`config.mk`:
```
export PLATFORM = sky130hd
export DESIGN_NAME = hp_status_top
export DESIGN_NICKNAME = d
export VERILOG_FILES = /design/src/rtl/hp_pkg.sv /design/src/rtl/hp_regs.sv /design/src/rtl/hp_data.sv /design/src/rtl/hp_bus.sv /design/src/rtl/hp_status_top.sv
export SDC_FILE = /design/constraint.sdc
export NUM_CORES = 1
export LEC_CHECK = 0
export BUFFER_PORTS_ARGS = -buffer_cell sky130_fd_sc_hd__buf_2
export CORE_UTILIZATION = 56
export DETAILED_ROUTE_END_ITERATION = 6
export PLACE_DENSITY = 0.83
export RECOVER_POWER = 25
export SLEW_MARGIN = 20
export SYNTH_ARGS = -nofsm -noshare
export SYNTH_HDL_FRONTEND = slang
export SYNTH_SLANG_ARGS = --single-unit
```
`constraint.sdc`:
```
create_clock -name clk_i -period 4.2 [get_ports clk_i]
set_input_delay 0.42 -clock clk_i [delete_from_list [all_inputs] [get_ports clk_i]]
set_output_delay 0.42 -clock clk_i [all_outputs]
set_load 0.02 [all_outputs]
```
`src/rtl/hp_pkg.sv`:
```
package hp_pkg;
  localparam int unsigned ADDR_CTRL  = 0;
  localparam int unsigned ADDR_STAT  = 1;
  localparam int unsigned ADDR_VEC   = 2;
  localparam int unsigned ADDR_BYTE0 = 3;  // high byte; word bytes follow

  localparam int unsigned CB_RXEN = 0;
  localparam int unsigned CB_TXEN = 1;
  localparam int unsigned CB_HM0  = 3;
  localparam int unsigned CB_HM1  = 4;

  localparam int unsigned SB_RXDF = 0;
  localparam int unsigned SB_TXDE = 1;
  localparam int unsigned SB_DMA  = 6;
  localparam int unsigned SB_REQ  = 7;
endpackage

```
`src/rtl/hp_regs.sv`:
```
module hp_regs #(
  parameter int unsigned DATA_W = 8,
  parameter logic [DATA_W-1:0] VEC_RESET = 8'h0F
) (
  input  logic              clk_i,
  input  logic              rst_ni,
  input  logic              clr_i,
  input  logic              soft_i,
  input  logic              wr_ctrl_i,
  input  logic              wr_vec_i,
  input  logic [DATA_W-1:0] wdata_i,
  output logic              rx_en_o,
  output logic              tx_en_o,
  output logic [1:0]        mode_o,
  output logic [DATA_W-1:0] vec_o
);
  import hp_pkg::*;

  always_ff @(posedge clk_i or negedge rst_ni) begin
    if (!rst_ni) begin
      rx_en_o <= 1'b0;
      tx_en_o <= 1'b0;
      mode_o  <= 2'b00;
      vec_o   <= VEC_RESET;
    end else begin
      if (clr_i) begin
        rx_en_o <= 1'b0;
        tx_en_o <= 1'b0;
        mode_o  <= 2'b00;
      end else if (wr_ctrl_i) begin
        rx_en_o <= wdata_i[CB_RXEN];
        tx_en_o <= wdata_i[CB_TXEN];
        mode_o  <= {wdata_i[CB_HM1], wdata_i[CB_HM0]};
      end
      // only hw/soft reset restore the vector
      if (soft_i)                  vec_o <= VEC_RESET;
      else if (!clr_i && wr_vec_i) vec_o <= wdata_i;
    end
  end
endmodule

```
`src/rtl/hp_data.sv`:
```
module hp_data #(
  parameter int unsigned DATA_W = 8,
  parameter int unsigned WORD_W = 24,
  localparam int unsigned NBYTES = WORD_W / DATA_W,
  localparam int unsigned BIDX_W = (NBYTES > 1) ? $clog2(NBYTES) : 1
) (
  input  logic              clk_i,
  input  logic              rst_ni,
  input  logic              clr_i,
  input  logic              rx_load_i,
  input  logic [WORD_W-1:0] rx_word_i,
  input  logic              tx_take_i,
  input  logic              wr_byte_i,
  input  logic [BIDX_W-1:0] byte_idx_i,
  input  logic [DATA_W-1:0] wdata_i,
  input  logic              rd_low_i,
  output logic [WORD_W-1:0] rx_word_o,
  output logic [WORD_W-1:0] tx_word_o,
  output logic              rxdf_o,
  output logic              txde_o
);
  localparam logic [BIDX_W-1:0] LOW_IDX = BIDX_W'(NBYTES - 1);

  wire wr_low = wr_byte_i && !clr_i && (byte_idx_i == LOW_IDX);

  always_ff @(posedge clk_i or negedge rst_ni) begin
    if (!rst_ni) rx_word_o <= '0;
    else if (rx_load_i) rx_word_o <= rx_word_i;
  end

  // byte 0 is the most significant
  for (genvar k = 0; k < NBYTES; k++) begin : g_tx
    always_ff @(posedge clk_i or negedge rst_ni) begin
      if (!rst_ni) tx_word_o[WORD_W-1-k*DATA_W -: DATA_W] <= '0;
      else if (wr_byte_i && !clr_i && byte_idx_i == BIDX_W'(k))
        tx_word_o[WORD_W-1-k*DATA_W -: DATA_W] <= wdata_i;
    end
  end

  always_ff @(posedge clk_i or negedge rst_ni) begin
    if (!rst_ni) begin
      rxdf_o <= 1'b0;
      txde_o <= 1'b1;
    end else if (clr_i) begin
      rxdf_o <= 1'b0;
      txde_o <= 1'b1;
    end else begin
      if (rx_load_i)     rxdf_o <= 1'b1;
      else if (rd_low_i) rxdf_o <= 1'b0;
      if (tx_take_i)     txde_o <= 1'b1;
      else if (wr_low)   txde_o <= 1'b0;
    end
  end
endmodule

```
`src/rtl/hp_bus.sv`:
```
module hp_bus #(
  parameter int unsigned DATA_W = 8,
  parameter int unsigned WORD_W = 24,
  parameter int unsigned ADDR_W = 3,
  localparam int unsigned NBYTES = WORD_W / DATA_W
) (
  input  logic              rx_en_i,
  input  logic              tx_en_i,
  input  logic [1:0]        mode_i,
  input  logic              rxdf_i,
  input  logic              txde_i,
  input  logic [DATA_W-1:0] vec_i,
  input  logic [WORD_W-1:0] rx_word_i,
  input  logic [ADDR_W-1:0] addr_i,
  input  logic              rd_cyc_i,
  input  logic              hack_i,
  output logic [DATA_W-1:0] hd_o,
  output logic              hd_oe_o,
  output logic              req_o,
  output logic              dma_o
);
  import hp_pkg::*;

  logic [DATA_W-1:0] ctrl_rd, stat_rd, rd_data;
  logic ack_drive;

  always_comb begin
    dma_o     = |mode_i;
    req_o     = (rxdf_i && rx_en_i) || (txde_i && tx_en_i);
    ack_drive = req_o && hack_i && !dma_o;

    ctrl_rd          = '0;
    ctrl_rd[CB_RXEN] = rx_en_i;
    ctrl_rd[CB_TXEN] = tx_en_i;
    ctrl_rd[CB_HM0]  = mode_i[0];
    ctrl_rd[CB_HM1]  = mode_i[1];

    stat_rd          = '0;
    stat_rd[SB_RXDF] = rxdf_i;
    stat_rd[SB_TXDE] = txde_i;
    stat_rd[SB_DMA]  = dma_o;
    stat_rd[SB_REQ]  = req_o;

    rd_data = '0;
    case (int'(addr_i))
      ADDR_CTRL: rd_data = ctrl_rd;
      ADDR_STAT: rd_data = stat_rd;
      ADDR_VEC:  rd_data = vec_i;
      default:   rd_data = '0;
    endcase
    for (int k = 0; k < NBYTES; k++)
      if (int'(addr_i) == ADDR_BYTE0 + k)
        rd_data = rx_word_i[WORD_W-1-k*DATA_W -: DATA_W];

    hd_oe_o = ack_drive || rd_cyc_i;
    hd_o    = ack_drive ? vec_i : (rd_cyc_i ? rd_data : '0);
  end
endmodule

```
`src/rtl/hp_status_top.sv`:
```
module hp_status_top #(
  parameter int unsigned DATA_W = 8,
  parameter int unsigned WORD_W = 24,
  parameter int unsigned ADDR_W = 3,
  parameter logic [DATA_W-1:0] VEC_RESET = 8'h0F,
  localparam int unsigned NBYTES = WORD_W / DATA_W,
  localparam int unsigned BIDX_W = (NBYTES > 1) ? $clog2(NBYTES) : 1
) (
  input  logic              clk_i,
  input  logic              rst_ni,
  input  logic              soft_rst_i,
  input  logic              indiv_rst_i,
  input  logic              stop_i,
  input  logic              hcs_i,
  input  logic              hstb_i,
  input  logic              hrw_i,
  input  logic [ADDR_W-1:0] haddr_i,
  input  logic [DATA_W-1:0] hd_i,
  output logic [DATA_W-1:0] hd_o,
  output logic              hd_oe_o,
  input  logic              hack_i,
  output logic              host_req_o,
  input  logic              core_rx_load_i,
  input  logic [WORD_W-1:0] core_rx_word_i,
  input  logic              core_tx_take_i,
  output logic [WORD_W-1:0] core_tx_word_o
);
  import hp_pkg::*;

  logic clr, acc, wr, rd, in_bytes, rd_low;
  logic rx_en, tx_en, dma_w, rxdf_w, txde_w;
  logic [1:0] mode;
  logic [DATA_W-1:0] vec_w;
  logic [WORD_W-1:0] rx_word;
  logic [BIDX_W-1:0] byte_idx;

  always_comb begin
    clr      = soft_rst_i || indiv_rst_i || stop_i;
    acc      = hcs_i && hstb_i;
    wr       = acc && !hrw_i;
    rd       = acc && hrw_i;
    in_bytes = (int'(haddr_i) >= ADDR_BYTE0) && (int'(haddr_i) < ADDR_BYTE0 + NBYTES);
    byte_idx = BIDX_W'(int'(haddr_i) - ADDR_BYTE0);
    rd_low   = rd && (int'(haddr_i) == ADDR_BYTE0 + NBYTES - 1);
  end

  hp_regs #(.DATA_W(DATA_W), .VEC_RESET(VEC_RESET)) u_regs (
    .clk_i, .rst_ni,
    .clr_i     (clr),
    .soft_i    (soft_rst_i),
    .wr_ctrl_i (wr && int'(haddr_i) == ADDR_CTRL),
    .wr_vec_i  (wr && int'(haddr_i) == ADDR_VEC),
    .wdata_i   (hd_i),
    .rx_en_o   (rx_en),
    .tx_en_o   (tx_en),
    .mode_o    (mode),
    .vec_o     (vec_w)
  );

  hp_data #(.DATA_W(DATA_W), .WORD_W(WORD_W)) u_data (
    .clk_i, .rst_ni,
    .clr_i      (clr),
    .rx_load_i  (core_rx_load_i),
    .rx_word_i  (core_rx_word_i),
    .tx_take_i  (core_tx_take_i),
    .wr_byte_i  (wr && in_bytes),
    .byte_idx_i (byte_idx),
    .wdata_i    (hd_i),
    .rd_low_i   (rd_low),
    .rx_word_o  (rx_word),
    .tx_word_o  (core_tx_word_o),
    .rxdf_o     (rxdf_w),
    .txde_o     (txde_w)
  );

  hp_bus #(.DATA_W(DATA_W), .WORD_W(WORD_W), .ADDR_W(ADDR_W)) u_bus (
    .rx_en_i   (rx_en),
    .tx_en_i   (tx_en),
    .mode_i    (mode),
    .rxdf_i    (rxdf_w),
    .txde_i    (txde_w),
    .vec_i     (vec_w),
    .rx_word_i (rx_word),
    .addr_i    (haddr_i),
    .rd_cyc_i  (hcs_i && hrw_i),
    .hack_i    (hack_i),
    .hd_o      (hd_o),
    .hd_oe_o   (hd_oe_o),
    .req_o     (host_req_o),
    .dma_o     (dma_w)
  );
endmodule

```
==> results.toml <==
[yosys]
yosysTopAreaCell = "dfrtp_1"
synth_async_sr_flop_share_pct = 100
synth_seq_area_share_pct = 53.5
synthMostInstantiatedCell = "dfrtp_1"
yosysWarnings = 0
synth.avg_cell_area_um2 = 12.7
yosysUniqueCellTypes = 29
syn-cell-area_mm2 = 0.00291
synth_edf_count = 0
synth.top_cells.by_count = "dfrtp_1, mux2_2, nor2_1"
syn_inst = 230
synth_nets = 276
synth_ff_type = "dfrtp_1"
synth_top_area_share_pct = 49.0
synthTopCellsByArea = "dfrtp_1, mux2_2, dfstp_2"
synth_seq_cells = 62

[global_route]
grt_max_degree = 63
grt_pass1_wl_mm = 10.1
antenna_found_initial = 0
track_usage_pct = 25.4
grt_pass1_vias = 2115
gr-total-overflow = 0

[clock_network]
cts_made_buffers = 9
worstSkewPairLatency_ps = 330
ctsResizeCount = 0
clock_sinks = 62
clkTransAtPathRegs_ps = 70
post_cts_buffers = 0
h-tree-depth = 3
clockBufferDepth = 2
root_buffer = "clkbuf_8"
cts_tree = "built"
cts_hold_buffers = 0

[setup_path]
worstSetupStartpointType = "register"
setup.worst_path.class = "register to primary output"
worst_setup_path_end_kind = "primary output"
r2r_end = "u_regs.vec_o[2]"
r2r_start = "u_regs.vec_o[2]"
crit_fanout = 10
crit_arrival_ps = 2340
rr_worst_depth = 2
r2r_slack_ps = 3360
required_ps = 3780
crit_start = "u_data.rxdf_o"

[die]
die_x_um = 74.1
fp.dieArea_mm2 = 0.00549
io-pin-count = 80
rows = 25
start_util_pct = 60.0
die_h_um = 74.1
core_mm2 = 0.00485

[worst_hold_path]
hp-class = "input port to asynchronous set/reset pin"

[drt]
antenna_left = 0
initialDrtViolationCount = 148
wl_mm = 6.25
drc = 0
num_vias = 2145
avgRoutedWirePerCell_um = 16.5
viasPerCell = 5.66
dr.pass1.iters = 4

[placed_design]
dpl_worst_slack_ps = 1650
numPortBuffers = 79
dp_hpwl_mm = 4.49
routabilityCongestion = 0.807

[timing]
hold_viol = 0
rsz0062_at_grt = "false"
period_minus_slack_ps = 2760
setup_viol = 0
min_period_over_period_pct = 65.6
finalClockSkew_ps = 0
fmaxAchievable_mhz = 363
setup_tns_ps = 0
tightest_slew_ps = 749
layout_setup_ws_ps = 1440
slew_headroom_pct = 50.1
final_max_slew_viol_count = 0

[finish]
area_growth_pct = 22.8
final_util_pct = 73.7
diodes = 0
drive_gt1_share_pct = 50.0
seq_area_mm2 = 0.00156
fin_nets = 353
fillCellCount = 327
multi_input_area_mm2 = 0.00127

[pwr]
power_leakage_uw = 0.00176
powerDensity_mw_per_mm2 = 408
vdd_ir_drop_max_mv = 0.298

[run]
cap_violations = 0

[outcome]
status = "complete, no violations"
==> stage by stage <==
stage | hold slack, ps | total power (uW) | std cells | instance area, um2
after global placement | 485 | 817 | 363 | 3330
after global routing | 295 | 1510 | 379 | 3570
after floorplan | 124 | 756 | 230 | 2910
after CTS | 252 | 1470 | 379 | 3570
after detailed placement | 489 | 823 | 363 | 3330
final | 214 | 1460 | 379 | 3570
==> state kept, by name (all words and copies together), names as in the netlist <==
name,count
u_data.rx_word_o,24
u_data.tx_word_o,24
u_regs.vec_o,8
u_regs.mode_o,2
u_data.rxdf_o,1
u_data.txde_o,1
u_regs.rx_en_o,1
u_regs.tx_en_o,1
==> cell usage in the layout, fill, tap and decap left out, types with 3 or more instances in the layout <==
master	count
buf_2	79
dfrtp_1	57
mux2_2	50
nor2_1	14
mux2i_1	12
clkbuf_8	11
o21ai_0	10
nand2b_1	10
nand2_1	9
o22ai_1	8
a32o_1	8
or3_1	6
dfstp_2	5
o21a_1	4
a21oi_1	4
o21bai_1	3
bufinv_16	3
==> layout make-up <==
class | count | share of cell area (%)
clock buffer | 13 | 4.45
tap | 67 | 2.35
clock inverter | 3 | 2.52
multi-input combinational | 152 | 35.6
sequential | 62 | 43.6
timing repair buffer | 80 | 11.3
inverter | 2 | 0.210
==> cells by family after synthesis <==
logic type	synth area share (%)
buffers and inverters	2.71
multiplexers	23.5
AND/OR/NAND/NOR	10.8
flip-flops	53.5
AO/OA/AOI/OAI	9.50
==> per-layer routing <==
| layer | vias to the layer above | GRT usage, % | part of all wire (%) |
|---|---|---|---|
| li1 | 992 | - | - |
| met1 | 1066 | 34.5 | 44 |
| met3 | 10 | 6.10 | 5.9 |
| met2 | 77 | 37.8 | 47 |
| met5 | - | 0 | 0 |
| met4 | 0 | 14.5 | 2.4 |
==> where the power goes <==
| group | internal, uW | total, uW | switching [uW] |
|---|---|---|---|
| combinational | 73.2 | 160 | 86.5 |
| sequential | 633 | 653 | 20.9 |
| clock | 427 | 646 | 219 |
==> how the worst max path moves through the flow <==
stage | end | cells after the start
floorplan | hd_o[6] | 5
global placement | u_data.tx_word_o[5] | 5
detailed placement | u_data.tx_word_o[3] | 5
CTS | hd_o[6] | 5
global route | hd_o[6] | 5
finish | hd_o[6] | 5
==> worst max-delay path, cell delays in order (launching register included) <==
cell and delay [ps]:
dfrtp_1 390, a22o_1 260, and3_1 320, nor2_1 540, a32o_1 300, buf_2 170
(Power assumes the default switching activity.)
